### src/rtl/stmr_pkg.sv
package stmr_pkg;
   // word indexes of the register window
   localparam int IDX_CTRL = 0;
   localparam int IDX_LO   = 1;
   localparam int IDX_HI   = 2;
   localparam int IDX_CMP  = 3;
   // bit positions inside the control/status word
   localparam int FLAG_BIT = 0;
   localparam int EN_BIT   = 4;
endpackage

### src/rtl/stmr_count.sv
module stmr_count #(
   parameter int CNT_W  = 64,
   parameter int HALF_W = 32,
   parameter bit SPLIT  = 1'b1,
   parameter logic [CNT_W-1:0] START = '0
) (
   input  logic             clk,
   input  logic             rst_n,
   input  logic             tick_en,
   output logic [CNT_W-1:0] count
);
   localparam int HI_W = CNT_W - HALF_W;

   generate
      if (SPLIT) begin : g_split
         // two halves with an explicit carry: shorter adder per stage
         logic [HALF_W-1:0] lo_q;
         logic [HI_W-1:0]   hi_q;
         logic              lo_full;
         assign lo_full = &lo_q;
         always_ff @(posedge clk) begin
            if (!rst_n) begin
               lo_q <= START[HALF_W-1:0];
               hi_q <= START[CNT_W-1:HALF_W];
            end else if (tick_en) begin
               lo_q <= lo_q + 1'b1;
               if (lo_full) hi_q <= hi_q + 1'b1;
            end
         end
         assign count = {hi_q, lo_q};
      end else begin : g_flat
         logic [CNT_W-1:0] cnt_q;
         always_ff @(posedge clk) begin
            if (!rst_n)       cnt_q <= START;
            else if (tick_en) cnt_q <= cnt_q + 1'b1;
         end
         assign count = cnt_q;
      end
   endgenerate

   // one step per enabled tick, frozen otherwise
   p_step_r2: assert property (@(posedge clk) disable iff (!rst_n)
      tick_en |=> count == $past(count) + {{(CNT_W-1){1'b0}}, 1'b1});
   p_hold_r2: assert property (@(posedge clk) disable iff (!rst_n)
      !tick_en |=> $stable(count));
endmodule

### src/rtl/stmr_match.sv
module stmr_match #(
   parameter int CMP_W = 32
) (
   input  logic             clk,
   input  logic             rst_n,
   input  logic [CMP_W-1:0] cnt_lo,
   input  logic [CMP_W-1:0] cmp_val,
   input  logic             cmp_en,
   input  logic             clr_req,
   output logic             flag,
   output logic             irq
);
   logic eq_now;
   logic eq_q;
   logic hit;

   assign eq_now = (cnt_lo == cmp_val);
   // rising edge of equality: a stalled counter yields a single event
   assign hit    = cmp_en && eq_now && !eq_q;

   always_ff @(posedge clk) begin
      if (!rst_n) begin
         eq_q <= 1'b0;
         flag <= 1'b0;
      end else begin
         eq_q <= eq_now;
         // a fresh match outranks a clearing write
         if (hit)          flag <= 1'b1;
         else if (clr_req) flag <= 1'b0;
      end
   end

   assign irq = flag && cmp_en;

   p_set_r6: assert property (@(posedge clk) disable iff (!rst_n)
      hit |=> flag);
   p_keep_r8: assert property (@(posedge clk) disable iff (!rst_n)
      flag && !clr_req |=> flag);
   p_clear_r8: assert property (@(posedge clk) disable iff (!rst_n)
      clr_req && !hit |=> !flag);
   p_quiet_r7: assert property (@(posedge clk) disable iff (!rst_n)
      !cmp_en && !flag |=> !flag);
   p_collide_r10: assert property (@(posedge clk) disable iff (!rst_n)
      clr_req && hit |=> flag);
endmodule

### src/rtl/stmr_regfile.sv
module stmr_regfile
   import stmr_pkg::*;
#(
   parameter int DATA_W = 32,
   parameter int CNT_W  = 64,
   parameter int AW     = 4
) (
   input  logic              clk,
   input  logic              rst_n,
   input  logic              wr_en,
   input  logic              rd_en,
   input  logic [AW-1:0]     addr,
   input  logic [DATA_W-1:0] wdata,
   input  logic [CNT_W-1:0]  count,
   input  logic              flag,
   output logic [DATA_W-1:0] cmp_val,
   output logic              cmp_en,
   output logic              clr_req,
   output logic [DATA_W-1:0] rdata
);
   logic sel_ctrl, sel_lo, sel_hi, sel_cmp;
   logic [DATA_W-1:0] rd_mux;

   assign sel_ctrl = (addr == AW'(IDX_CTRL));
   assign sel_lo   = (addr == AW'(IDX_LO));
   assign sel_hi   = (addr == AW'(IDX_HI));
   assign sel_cmp  = (addr == AW'(IDX_CMP));

   assign clr_req = wr_en && sel_ctrl && wdata[FLAG_BIT];

   always_ff @(posedge clk) begin
      if (!rst_n) begin
         cmp_val <= '0;
         cmp_en  <= 1'b0;
      end else if (wr_en) begin
         if (sel_cmp)  cmp_val <= wdata;
         if (sel_ctrl) cmp_en  <= wdata[EN_BIT];
      end
   end

   always_comb begin
      rd_mux = '0;
      if (sel_ctrl) begin
         rd_mux[FLAG_BIT] = flag;
         rd_mux[EN_BIT]   = cmp_en;
      end else if (sel_lo) begin
         rd_mux = count[DATA_W-1:0];
      end else if (sel_hi) begin
         rd_mux = count[CNT_W-1:DATA_W];
      end else if (sel_cmp) begin
         rd_mux = cmp_val;
      end
   end

   always_ff @(posedge clk) begin
      if (!rst_n)     rdata <= '0;
      else if (rd_en) rdata <= rd_mux;
   end

   p_cmp_hold_r5: assert property (@(posedge clk) disable iff (!rst_n)
      !(wr_en && sel_cmp) |=> $stable(cmp_val));
   p_cmp_load_r5: assert property (@(posedge clk) disable iff (!rst_n)
      wr_en && sel_cmp |=> cmp_val == $past(wdata));
   p_rdata_hold_r4: assert property (@(posedge clk) disable iff (!rst_n)
      !rd_en |=> $stable(rdata));
endmodule

### src/rtl/sys_timer_cmp.sv
module sys_timer_cmp #(
   parameter int DATA_W = 32,
   parameter int CNT_W  = 64,
   parameter int AW     = 4,
   parameter bit SPLIT_COUNT = 1'b1,
   parameter logic [CNT_W-1:0] START_COUNT = '0
) (
   input  logic              clk,
   input  logic              rst_n,
   input  logic              tick_en,
   input  logic              bus_wr,
   input  logic              bus_rd,
   input  logic [AW-1:0]     bus_addr,
   input  logic [DATA_W-1:0] bus_wdata,
   output logic [DATA_W-1:0] bus_rdata,
   output logic              timer_irq
);
   generate
      if (CNT_W != 2 * DATA_W) begin : g_bad_cnt
         $error("counter must be exactly two bus words wide");
      end
      if (DATA_W <= stmr_pkg::EN_BIT) begin : g_bad_data
         $error("bus word too narrow for the enable bit");
      end
      if (AW < 2) begin : g_bad_aw
         $error("address must reach four words");
      end
   endgenerate

   logic [CNT_W-1:0]  count;
   logic [DATA_W-1:0] cmp_val;
   logic              cmp_en;
   logic              clr_req;
   logic              flag;

   stmr_count #(
      .CNT_W (CNT_W),
      .HALF_W(DATA_W),
      .SPLIT (SPLIT_COUNT),
      .START (START_COUNT)
   ) u_count (
      .clk    (clk),
      .rst_n  (rst_n),
      .tick_en(tick_en),
      .count  (count)
   );

   stmr_regfile #(
      .DATA_W(DATA_W),
      .CNT_W (CNT_W),
      .AW    (AW)
   ) u_regs (
      .clk    (clk),
      .rst_n  (rst_n),
      .wr_en  (bus_wr),
      .rd_en  (bus_rd),
      .addr   (bus_addr),
      .wdata  (bus_wdata),
      .count  (count),
      .flag   (flag),
      .cmp_val(cmp_val),
      .cmp_en (cmp_en),
      .clr_req(clr_req),
      .rdata  (bus_rdata)
   );

   stmr_match #(
      .CMP_W(DATA_W)
   ) u_match (
      .clk    (clk),
      .rst_n  (rst_n),
      .cnt_lo (count[DATA_W-1:0]),
      .cmp_val(cmp_val),
      .cmp_en (cmp_en),
      .clr_req(clr_req),
      .flag   (flag),
      .irq    (timer_irq)
   );

   // interrupt never escapes a disabled channel
   p_irq_off_r9: assert property (@(posedge clk) disable iff (!rst_n)
      !cmp_en |-> !timer_irq);
   // counter writes leave the count untouched when ticks are off
   p_cnt_wr_r2: assert property (@(posedge clk) disable iff (!rst_n)
      bus_wr && !tick_en |=> $stable(count));
endmodule

### config.mk
export PLATFORM = sky130hd
export DESIGN_NAME = sys_timer_cmp
export DESIGN_NICKNAME = d
export VERILOG_FILES = /design/src/rtl/stmr_pkg.sv /design/src/rtl/stmr_count.sv /design/src/rtl/stmr_match.sv /design/src/rtl/stmr_regfile.sv /design/src/rtl/sys_timer_cmp.sv
export SDC_FILE = /design/constraint.sdc
export NUM_CORES = 1
export LEC_CHECK = 0
export ABC_AREA = 1
export ABC_CLOCK_PERIOD_IN_PS = 2400
export BUFFER_PORTS_ARGS = -buffer_cell sky130_fd_sc_hd__buf_4
export CAP_MARGIN = 20
export CORE_AREA = 2 2 116 118
export CTS_CLUSTER_SIZE = 40
export DETAILED_ROUTE_END_ITERATION = 10
export DIE_AREA = 0 0 118 120
export HOLD_SLACK_MARGIN = 0.12
export PLACE_DENSITY = 0.79
export SYNTH_ARGS = -nofsm -noshare
export SYNTH_HDL_FRONTEND = slang
export SYNTH_HIERARCHICAL = 1
export SYNTH_SLANG_ARGS = --single-unit
export TNS_END_PERCENT = 30
### constraint.sdc
create_clock -name clk -period 2.4 [get_ports clk]
set_clock_uncertainty 0.1 [all_clocks]
set_input_delay 0.36 -clock clk [delete_from_list [all_inputs] [get_ports clk]]
set_output_delay 0.36 -clock clk [all_outputs]
set_load 0.02 [all_outputs]
==> summary.txt, run 1 <==
SETUP PATH
-----------------------------------------------------------------------------------------------------
Critical path start-end classification                                                   flop to flop
Reg2Reg Setup Slack                                                                           0.29 ns
Crit path launch type                                                                            flop
CP Data Arrival Time                                                                          2.30 ns
Sort of element at the end of the critical path                                                  flop
Cells along the critical path                                                            ha_1, inv_1, nor3_1, nand3_1, nor2_1, xnor2_1, nor2_1
Critical path data required time                                                              2.59 ns
CP max FO                                                                                           8
Most common cell type on the critical path                                               sky130_fd_sc_hd__nor2_1
Slowest CP cell                                                                          sky130_fd_sc_hd__dfxtp_1
Maximum cell stage delay along the critical path                                              0.56 ns

SYNTHESIS
-----------------------------------------------------------------------------------------------------
Fraction of post-synthesis cell area in the top cell type by area                               0.347
Synth area leaders                                                                       sky130_fd_sc_hd__dfxtp_1, sky130_fd_sc_hd__nand2_1, sky130_fd_sc_hd__nand3_1
Async set-reset flop share out of synthesis                                                         0
Post-synthesis share of cell area spent on full adders, half adders and majority gates        0.00331
Netlist area before placement                                                                7550 µm²
Cell count after synthesis                                                                      1,231
Dominant combinational cell family by area after synthesis                               simple AND/OR/NAND/NOR gates
Post-synthesis sequential area ratio                                                            0.347
Syn Nets                                                                                        1,274
Syn avg cell area                                                                            6.14 µm²
Post-synthesis compound-gate area fraction                                                     0.0799
Cell accounting for the most synthesized area                                            sky130_fd_sc_hd__dfxtp_1
Number of flip-flops and latches in the synthesized netlist                                       131
Fraction of the mapped netlist area in simple logic gates                                       0.449
Unique cell type count in the Yosys netlist                                                        33
Number of enable-type register cells in the synthesized netlist                                     0
Portion of netlist area occupied by mux cells                                                       0
YS warnings                                                                                         6
Leading register cell type out of synthesis                                              sky130_fd_sc_hd__dfxtp_1
Parity-gate share of the synthesized area counting xor and xnor cells                          0.0267

TIMING
-----------------------------------------------------------------------------------------------------
Final-report max-slew violation count                                                               0
Unrepaired setup endpoints after global routing                                                 false
Fmax                                                                                          473 MHz
Tmin final                                                                                    2.11 ns
Hold Violations, Final                                                                              0
Final Worst Setup Slack                                                                      0.287 ns
Headroom to the max-slew limit                                                                  0.581
Final critical-path share of the clock period                                                   0.880
# setup viols final                                                                                 0
Transition time at the pin with the least slew margin                                        0.628 ns
Accumulated negative setup slack                                                                 0 ns

GLOBAL ROUTE
-----------------------------------------------------------------------------------------------------
Pin count of the biggest net entering global routing                                               65
Initial antenna violation count                                                                     0
GRT overflow                                                                                        0
Number of global-route vias before repair                                                       7,588
GRT Resource Usage Total                                                                        0.361
Wire length of the first global-routing pass                                                  40.2 mm

LAYOUT
-----------------------------------------------------------------------------------------------------
Share of the core filled with cells in the final layout                                         0.696
Layout cell share with drive strength beyond 1                                                  0.116
Layout Area Growth over Synthesis                                                               19.7%
Nets@finish                                                                                     1,354
Antenna cell count                                                                                  0

CLOCK NETWORK
-----------------------------------------------------------------------------------------------------
Clock-pin slew on the worst setup and hold paths                                              0.06 ns
Insertion delay to the later sink of the worst-skew pair                                      0.42 ns
H-tree lvl count                                                                                    4
Sinks on the clock net                                                                            131
Number of clock buffers inserted by TritonCTS                                                      17
CTS tree                                                                                          yes
Root Buffer Master                                                                       sky130_fd_sc_hd__clkbuf_16
Maximum clock insertion buffer count                                                                2

DETAILED ROUTING
-----------------------------------------------------------------------------------------------------
Routed Wire Length                                                                            25.3 mm
DRC Markers                                                                                         0
Post-DRT Antenna Nets                                                                               0
1st-iter DRT viols                                                                              1,176
Routed vias/inst                                                                                 5.65
Via count                                                                                       8,473
First-pass DRT Iterations                                                                           6
Wire length per cell                                                                          16.9 µm

FLOORPLAN
-----------------------------------------------------------------------------------------------------
Floorplan die area                                                                         14,200 µm²
Std-Cell Rows                                                                                      42
Std-Cell Core Area                                                                         13,000 µm²
Die W                                                                                          118 µm
Die H                                                                                          120 µm
Initial Utilization                                                                             0.582
Top-Level Pins                                                                                     74

PLACE
-----------------------------------------------------------------------------------------------------
Port Buf Inserts                                                                                   73
Worst slack at placement                                                                     0.343 ns
Post-DP HPWL                                                                                  17.8 mm
Routability Congestion                                                                          0.988

RUN STATUS
-----------------------------------------------------------------------------------------------------
Run status                                                                               finished, final reports clean

POWER
-----------------------------------------------------------------------------------------------------
Maximum VDD drop                                                                             0.768 mV
Static leakage                                                                             0.00355 µW
Areal power density over the cells                                                         587 nW/µm²

MIN PATH
-----------------------------------------------------------------------------------------------------
Kind of path behind the tightest hold check                                              input pin to flop

RUN
-----------------------------------------------------------------------------------------------------
Max_cap viols                                                                                       0

[what timing repair did]
| action | 4_1_cts | 5_1_grt |
|---|---|---|
| hold buffers | 21 | 1 |
| endpoints found under the hold margin | 21 | 1 |
| endpoints found under the setup margin | 0 | 0 |
| setup buffers | 0 | 0 |
| resized for setup | 0 | 0 |
[power by group]
group          switching [µW]  leakage, µW  internal [µW]  total, µW
Sequential               25.5      0.00106           2200       2220
Combinational             227      0.00220            147        373
Clock                    1040     0.000290           1670       2710
Total                    1290      0.00355           4020       5300
[state kept, by name (all words and copies together) (netlist names)]
| signal | count |
|---|---|
| u_count/g_split.hi_q | 32 |
| u_count/g_split.lo_q | 32 |
| u_match/eq_q | 1 |
| u_match/flag | 1 |
| u_regs/cmp_en | 1 |
| u_regs/cmp_val | 32 |
| u_regs/rdata | 32 |
[placed cells by master, fill, tap and decap left out, types with 13 or more instances in the layout]
master | netlist | routed
sky130_fd_sc_hd__a21oi_1 | 96 | 96
sky130_fd_sc_hd__buf_4 | 6 | 88
sky130_fd_sc_hd__clkbuf_16 | 0 | 17
sky130_fd_sc_hd__dfxtp_1 | 131 | 131
sky130_fd_sc_hd__dlygate4sd3_1 | 0 | 22
sky130_fd_sc_hd__inv_1 | 107 | 107
sky130_fd_sc_hd__nand2_1 | 337 | 336
sky130_fd_sc_hd__nand3_1 | 176 | 176
sky130_fd_sc_hd__nand4_1 | 14 | 14
sky130_fd_sc_hd__nor2_1 | 224 | 223
sky130_fd_sc_hd__nor2_2 | 12 | 13
sky130_fd_sc_hd__o21ai_0 | 17 | 17
[final cells by class]
| class | instances | area (µm²) |
|---|---|---|
| Sequential cell | 131 | 2620 |
| Clock buffer | 18 | 439 |
| Inverter | 110 | 414 |
| Tap cell | 176 | 220 |
| Timing Repair Buffer | 113 | 941 |
| Multi-Input combinational cell | 938 | 4230 |
| Clock inverter | 14 | 178 |
| Fill cell | 1167 | 3940 |
[stage by stage]
stage          cell area (µm²)  instances  total power (µW)  hold WS (ns)
2_1_floorplan             7550       1231              2470         0.350
3_3_place_gp              8200       1446              2600         0.354
3_5_place_dp              8200       1446              2600         0.359
4_1_cts                   9030       1499              5320         0.120
5_1_grt                   9040       1500              5450         0.132
6_report                  9040       1500              5300         0.130
[per-layer routing]
layer	vias to the layer above	track usage	share of wire
met3	85	0.0756	0.093
met1	3827	0.466	0.40
met2	478	0.588	0.47
met5	-	0	0
li1	4083	-	-
met4	0	0.149	0.037
[kinds of logic (layout without fill, tap and decap cells)]
group	after synthesis	count (layout)
AOI/OAI and AO/OA	118	118
adders and majority gates	2	2
and+or+nand+nor	795	795
buffers and inverters	162	255
DFF	131	131
xor gates and xnor gates	23	23
[cell usage after synthesis, types with 3 or more instances]
cell type                  instances
sky130_fd_sc_hd__a21oi_1          96
sky130_fd_sc_hd__buf_1             3
sky130_fd_sc_hd__buf_2            14
sky130_fd_sc_hd__buf_4             6
sky130_fd_sc_hd__buf_6             8
sky130_fd_sc_hd__clkbuf_1         21
sky130_fd_sc_hd__dfxtp_1         131
sky130_fd_sc_hd__inv_1           107
sky130_fd_sc_hd__nand2_1         337
sky130_fd_sc_hd__nand2_2           5
sky130_fd_sc_hd__nand3_1         176
sky130_fd_sc_hd__nand4_1          14
sky130_fd_sc_hd__nor2_1          224
sky130_fd_sc_hd__nor2_2           12
sky130_fd_sc_hd__nor2_4            6
sky130_fd_sc_hd__nor3_1           12
sky130_fd_sc_hd__o21ai_0          17
sky130_fd_sc_hd__xnor2_1          12
sky130_fd_sc_hd__xor2_1           11
[path summary, 6_finish.rpt]
kind	depth (start not counted)	start	end
hold reg to reg	2	u_regs/rdata[30]	u_regs/rdata[30]
setup reg to reg	7	u_count/g_split.lo_q[0]	u_count/g_split.lo_q[14]
setup / recovery	7	u_count/g_split.lo_q[0]	u_count/g_split.lo_q[14]
hold / removal	3	bus_wdata[11]	u_regs/cmp_val[11]
[critical path, delay by kind of cell (launching register included)]
family,cells,cell delay [ns]
flops,1,0.56
fa+ha+maj,1,0.27
simple gates,4,0.84
buf+inv,1,0.09
xor+xnor,1,0.13
Note: power is estimated with default switching activity, not from simulation.
==> inputs of run 2 (changes only) <==
--- a/config.mk
+++ b/config.mk
@@ -13,8 +13,10 @@
 export CTS_CLUSTER_SIZE = 40
 export DETAILED_ROUTE_END_ITERATION = 10
 export DIE_AREA = 0 0 118 120
+export GPL_TIMING_DRIVEN = 1
 export HOLD_SLACK_MARGIN = 0.12
 export PLACE_DENSITY = 0.79
+export REMOVE_ABC_BUFFERS = 1
 export SYNTH_ARGS = -nofsm -noshare
 export SYNTH_HDL_FRONTEND = slang
 export SYNTH_HIERARCHICAL = 1
==> run 2 against run 1 <==
  * Sequential power is essentially flat
  * Clock power grew 14%
  * Worst setup slack gained 0.059 ns
  * Via count is essentially flat
  * Count of clock-buffer cells in the layout grew 2
  * Cell count is essentially flat
  * Critical endpoint is now u_count/g_split.hi_q[30]
==> summary.txt, run 2 (synthesis results as in run 1) <==
FLOORPLAN
-----------------------------------------------------------------------
Floorplan die area                                           14,200 µm²   unchanged
Std-Cell Rows                                                        42   unchanged
Top-Level Pins                                                       74   unchanged
Std-Cell Core Area                                           13,000 µm²   unchanged
Die W                                                            118 µm   unchanged
Initial Utilization                                               0.582   unchanged
Die H                                                            120 µm   unchanged

RUN STATUS
-----------------------------------------------------------------------
Run status                                                 finished, final reports clean

PLACE
-----------------------------------------------------------------------
Port Buf Inserts                                                     73   unchanged
Routability Congestion                                            0.961   -2.8%
Post-DP HPWL                                                    17.3 mm   -2.6%

TIMING
-----------------------------------------------------------------------
# setup viols final                                                   0   unchanged
Hold Violations, Final                                                0   unchanged
Headroom to the max-slew limit                                    0.519   -0.0622
Tmin final                                                      2.05 ns   -0.0594 ns
Final-report max-slew violation count                                 0   unchanged
Accumulated negative setup slack                                   0 ns   unchanged
Fmax                                                            487 MHz   +2.9%
Transition time at the pin with the least slew margin          0.719 ns   +0.0907 ns
Unrepaired setup endpoints after global routing                   false
Final critical-path share of the clock period                     0.856   -0.0247

GLOBAL ROUTE
-----------------------------------------------------------------------
Initial antenna violation count                                       0   unchanged
Pin count of the biggest net entering global routing                 63   -3.1%
Met1 Usage GRT                                                    0.447   -0.0193
Met2 track demand over resource                                   0.578   -0.00908
Most utilized layer in the global route result                     met2
Global-route track usage on met3                                 0.0841   +0.00856
GRT overflow                                                          0   unchanged
Wire length of the first global-routing pass                    39.1 mm   -2.7%
GRT Resource Usage Total                                          0.352   -0.00838
Number of global-route vias before repair                         7,585   -0.040%

POWER
-----------------------------------------------------------------------
Internal portion of total power                                 4430 µW   +10%
Areal power density over the cells                           626 nW/µm²   +6.8%
Fraction of power consumed by the clock network                   0.544   +0.033
Switching share of power                                          0.224   -0.0194
Combinational share of power                                      0.067   -0.003
Power share of the sequential group                               0.389   -0.030
Static leakage                                               0.00360 µW   +1.4%
P_sw                                                            1270 µW   -1.1%
Maximum VDD drop                                               0.472 mV   -39%

LAYOUT
-----------------------------------------------------------------------
Most frequent cells in the layout                          sky130_fd_sc_hd__nand2_1, sky130_fd_sc_hd__nor2_1, sky130_fd_sc_hd__nand3_1, sky130_fd_sc_hd__dfxtp_1, sky130_fd_sc_hd__inv_1
Fill cell total of the finished layout                            1,153   -1.2%
Layout cell share with drive strength beyond 1                    0.118   +0.00293
Layout Area Growth over Synthesis                                 20.5%
Area of all sequential standard cells                          2620 µm²   unchanged
Commonest non-fill, non-tap cell in the layout             sky130_fd_sc_hd__nand2_1
Antenna cell count                                                    0   unchanged
Area occupied by multi-input gates                             4230 µm²   unchanged
Share of the core filled with cells in the final layout           0.701   +0.00492
Nets@finish                                                       1,355   +0.074%

SETUP PATH
-----------------------------------------------------------------------
Critical path start-end classification                     flop to flop
Sort of element at the end of the critical path                    flop
CP Data Arrival Time                                            2.27 ns   -0.03 ns
Cells on worst reg2reg path                                          10   +3
Critical path data required time                                2.62 ns   +0.03 ns
Crit path launch type                                              flop
CP max FO                                                            22   +14

DETAILED ROUTING
-----------------------------------------------------------------------
Wire length per cell                                            16.6 µm   -1.5%
Post-DRT Antenna Nets                                                 0   unchanged
1st-iter DRT viols                                                1,104   -6.1%
DRC Markers                                                           0   unchanged
Via count                                                         8,469   -0.047%
First-pass DRT Iterations                                             6   unchanged
Routed vias/inst                                                   5.64   -0.11%
Routed Wire Length                                              24.9 mm   -1.4%

CLOCK NETWORK
-----------------------------------------------------------------------
Clock-pin slew on the worst setup and hold paths                0.06 ns   about the same
Setup fix buffers added after clock tree synthesis                    0   unchanged
CTS tree                                                            yes
Maximum clock insertion buffer count                                  2   unchanged
Post-cts gate resize count                                            0   unchanged
Sinks on the clock net                                              131   unchanged
Number of clock buffers inserted by TritonCTS                        17   unchanged
Root Buffer Master                                         sky130_fd_sc_hd__clkbuf_16
Insertion delay to the later sink of the worst-skew pair        0.43 ns   about the same
H-tree lvl count                                                      4   unchanged

MIN PATH
-----------------------------------------------------------------------
Kind of path behind the tightest hold check                input pin to flop
Hold Crit Depth                                                       3   unchanged

RUN
-----------------------------------------------------------------------
Max_cap viols                                                         0   unchanged

run 2: cell type report:
cell class | instances | area share
multi-input combinational | 938 | 0.464
clock inverter | 12 | 0.0276
timing repair buffer | 114 | 0.101
clock buffer | 20 | 0.0491
inverter | 110 | 0.0455
tap | 176 | 0.0242
sequential | 131 | 0.288
run 2: power groups by stage:
stage          registers, µW  clock network, µW  logic, µW
2_1_floorplan           2270                  0        162
3_3_place_gp            2260                  0        348
3_5_place_dp            2260                  0        351
4_1_cts                 2220               3110        375
5_1_grt                 2220               3210        413
6_report                2220               3100        384
run 2: critical path, stage by stage (launching register included):
cell	delay [ns]
sky130_fd_sc_hd__dfxtp_1	0.48
sky130_fd_sc_hd__nand2_1	0.19
sky130_fd_sc_hd__nor2_2	0.18
sky130_fd_sc_hd__nand2_2	0.12
sky130_fd_sc_hd__nor2_4	0.14
sky130_fd_sc_hd__nand2_2	0.09
sky130_fd_sc_hd__nor2_4	0.12
sky130_fd_sc_hd__buf_4	0.26
sky130_fd_sc_hd__nand3_1	0.13
sky130_fd_sc_hd__nand2_1	0.09
sky130_fd_sc_hd__nor2_1	0.04
run 2: routing by layer:
metal  vias up  share of wire  wire length [µm]
met5         -              0                 0
met4         0          0.034               836
met3        67          0.077              1920
met2       385           0.47             11700
met1      3927           0.42             10400
li1       4090              -                 -
run 2: path summary, 6_finish.rpt:
path / startpoint / to / slack [ns]
worst max register to register: u_count/g_split.lo_q[7] / u_count/g_split.hi_q[30] / 0.35
worst min-delay path: bus_wdata[11] / u_regs/cmp_val[11] / 0.12
worst min register to register: u_regs/rdata[25] / u_regs/rdata[25] / 0.36
worst max-delay path: u_count/g_split.lo_q[7] / u_count/g_split.hi_q[30] / 0.35
run 2: stage by stage:
step	setup slack, ns	instance area [µm²]	power, µW	cells	hold WS (ns)
6_report	0.347	9100	5700	1501	0.125
5_1_grt	0.186	9100	5850	1501	0.126
4_1_cts	0.387	9090	5700	1500	0.120
3_5_place_dp	0.444	8240	2610	1452	0.359
3_3_place_gp	0.455	8240	2610	1452	0.356
2_1_floorplan	-0.447	7260	2430	1179	0.349
run 2: repair_timing:
item,CTS,global route
endpoints found under the hold margin,16,1
setup endpoints to repair,0,0
hold buffers,16,1
==> inputs of run 3 (changes only) <==
--- a/config.mk
+++ b/config.mk
@@ -15,7 +15,7 @@
 export DIE_AREA = 0 0 118 120
 export GPL_TIMING_DRIVEN = 1
 export HOLD_SLACK_MARGIN = 0.12
-export PLACE_DENSITY = 0.79
+export PLACE_DENSITY = 0.82
 export REMOVE_ABC_BUFFERS = 1
 export SYNTH_ARGS = -nofsm -noshare
 export SYNTH_HDL_FRONTEND = slang
==> run 3 against run 2 <==
  * Routed wire length shrank 3.2%
  * Worst setup slack got worse by 0.014 ns
  * Die area stayed put
  * Fmax down 0.69%
  * Largest power group unchanged
  * Highest routed layer unchanged
==> summary.txt, run 3 (synthesis results as in run 1) <==
RUN STATUS
-----------------------------------------------------------------------
Run status                                                 finished, final reports clean

CLOCK NETWORK
-----------------------------------------------------------------------
Clock-pin slew on the worst setup and hold paths                0.06 ns   about the same
Number of clock buffers inserted by TritonCTS                        17   unchanged
Maximum clock insertion buffer count                                  2   unchanged
Sinks on the clock net                                              131   unchanged
Insertion delay to the later sink of the worst-skew pair        0.42 ns   about the same
H-tree lvl count                                                      4   unchanged
Setup fix buffers added after clock tree synthesis                    0   unchanged
CTS tree                                                            yes
Root Buffer Master                                         sky130_fd_sc_hd__clkbuf_16

DETAILED ROUTING
-----------------------------------------------------------------------
1st-iter DRT viols                                                  860   -22%
Wire length per cell                                            16.2 µm   -2.6%
DRC Markers                                                           0   unchanged
Routed vias/inst                                                   5.59   -0.99%
Post-DRT Antenna Nets                                                 0   unchanged
Via count                                                         8,335   -1.6%
First-pass DRT Iterations                                             6   unchanged
Routed Wire Length                                              24.2 mm   -3.2%

SETUP PATH
-----------------------------------------------------------------------
Slowest CP cell                                            sky130_fd_sc_hd__dfxtp_1
Sort of element at the end of the critical path                    flop
Crit path launch type                                              flop
Maximum cell stage delay along the critical path                0.54 ns   +0.06 ns
CP Data Arrival Time                                            2.28 ns   about the same
Top cell family by delay on the critical path              simple AND/OR/NAND/NOR gates
Cells along the critical path                              nand2_1, nor2_4, nand2_2, nor2_2, nand2_2, nor2_4, buf_12, nand3_1, nand2_1, nor2_1
Critical path data required time                                2.61 ns   about the same
Buf+Inv Stages, Crit Path                                             1   unchanged
Critical path start-end classification                     flop to flop
CP max FO                                                            16   -27%

FLOORPLAN
-----------------------------------------------------------------------
Initial Utilization                                               0.582   unchanged
Die H                                                            120 µm   unchanged
Top-Level Pins                                                       74   unchanged
Floorplan die area                                           14,200 µm²   unchanged
Std-Cell Rows                                                        42   unchanged
Std-Cell Core Area                                           13,000 µm²   unchanged
Die W                                                            118 µm   unchanged

MIN PATH
-----------------------------------------------------------------------
Kind of path behind the tightest hold check                input pin to flop

TIMING
-----------------------------------------------------------------------
Hold Violations, Final                                                0   unchanged
Headroom to the max-slew limit                                    0.537   +0.0183
Transition time at the pin with the least slew margin          0.692 ns   -0.0274 ns
Final-report max-slew violation count                                 0   unchanged
# setup viols final                                                   0   unchanged
Final Worst Setup Slack                                        0.332 ns   -0.0144 ns
Final critical-path share of the clock period                     0.862   +0.00599
Unrepaired setup endpoints after global routing                   false
Fmax                                                            484 MHz   -0.69%
Tmin final                                                      2.07 ns   +0.0144 ns

PLACE
-----------------------------------------------------------------------
Post-DP HPWL                                                    17.3 mm   -0.45%
Placed cell areas                                              8250 µm²   +0.21%
Port Buf Inserts                                                     73   unchanged
Worst slack at placement                                       0.380 ns   -0.0639 ns
Routability Congestion                                            0.941   -2.1%
Number of placed instances with taps included                     1,451   -0.069%

POWER
-----------------------------------------------------------------------
Maximum VDD drop                                               0.480 mV   +1.7%
Static leakage                                               0.00350 µW   -2.6%
Areal power density over the cells                           567 nW/µm²   -9.6%

LAYOUT
-----------------------------------------------------------------------
Filler-free cell count of the finished design                     1,492   -0.60%
Commonest non-fill, non-tap cell in the layout             sky130_fd_sc_hd__nand2_1
Post-route cell area                                           8910 µm²   -2.1%
Most frequent cells in the layout                          sky130_fd_sc_hd__nand2_1, sky130_fd_sc_hd__nor2_1, sky130_fd_sc_hd__nand3_1, sky130_fd_sc_hd__dfxtp_1, sky130_fd_sc_hd__inv_1
Layout Area Growth over Synthesis                                 18.0%
Antenna cell count                                                    0   unchanged
Layout cell share with drive strength beyond 1                    0.118   -0.000709
Nets@finish                                                       1,347   -0.59%

GLOBAL ROUTE
-----------------------------------------------------------------------
Initial antenna violation count                                       0   unchanged
GRT overflow                                                          0   unchanged
Number of global-route vias before repair                         7,783   +2.6%
Pin count of the biggest net entering global routing                 53   -16%
Wire length of the first global-routing pass                    38.8 mm   -0.62%
GRT Resource Usage Total                                          0.347   -0.00550

RUN
-----------------------------------------------------------------------
Max_cap viols                                                         0   unchanged

[run 3: worst register-to-register path: stages, from the launching register on]
cell and delay, ns:
sky130_fd_sc_hd__dfxtp_1 0.54, sky130_fd_sc_hd__nand2_1 0.18, sky130_fd_sc_hd__nor2_4 0.24, sky130_fd_sc_hd__nand2_2 0.09, sky130_fd_sc_hd__nor2_2 0.12, sky130_fd_sc_hd__nand2_2 0.10, sky130_fd_sc_hd__nor2_4 0.24, sky130_fd_sc_hd__buf_12 0.18
sky130_fd_sc_hd__nand3_1 0.08, sky130_fd_sc_hd__nand2_1 0.07, sky130_fd_sc_hd__nor2_1 0.04
[run 3: final timing paths]
check | startpoint | endpoint | slack, ns | cells after the start
hold reg to reg | u_regs/rdata[30] | u_regs/rdata[30] | 0.36 | 2
setup reg to reg | u_count/g_split.lo_q[6] | u_count/g_split.hi_q[14] | 0.33 | 10
setup / recovery | u_count/g_split.lo_q[6] | u_count/g_split.hi_q[14] | 0.33 | 10
hold / removal | bus_wdata[18] | u_regs/cmp_val[18] | 0.12 | 3
[run 3: metrics by stage]
step / util / power, µW / TNS (ns) / hold slack (ns)
2_1_floorplan: - / 2430 / -13.41 / 0.349
3_5_place_dp: 0.636 / 2620 / 0 / 0.355
6_report: 0.686 / 5050 / 0 / 0.124
3_3_place_gp: 0.636 / 2610 / 0 / 0.353
4_1_cts: 0.685 / 5050 / 0 / 0.121
5_1_grt: 0.686 / 5200 / 0 / 0.126
[run 3: timing repair]
item,in CTS,in global routing
endpoints found under the hold margin,8,2
hold buffers,8,2
gates resized for setup,0,0
[run 3: area by class of cell]
| class | instances | area, µm² |
|---|---|---|
| fillers | 1242 | 4070 |
| clock inverters | 9 | 81.3 |
| inverters | 110 | 414 |
| repair buffers | 106 | 871 |
| multi-input cells | 938 | 4230 |
| clock buffers | 22 | 474 |
| flip-flops and latches | 131 | 2620 |
| well taps | 176 | 220 |
[run 3: report_power, final]
part / total [µW] / internal [µW] / switching [µW] / leakage (µW)
combinational: 377 / 138 / 239 / 0.00218
clock: 2450 / 1490 / 959 / 0.000268
sequential: 2220 / 2200 / 20.6 / 0.00106
[run 3: per-layer routing]
layer | routed length, µm | vias up | share of wire | track usage
met3 | 2120 | 64 | 0.088 | 0.0661
li1 | - | 4073 | - | -
met1 | 10000 | 3795 | 0.42 | 0.449
met4 | 816 | 0 | 0.034 | 0.148
met2 | 11200 | 403 | 0.46 | 0.568
met5 | 0 | - | 0 | 0
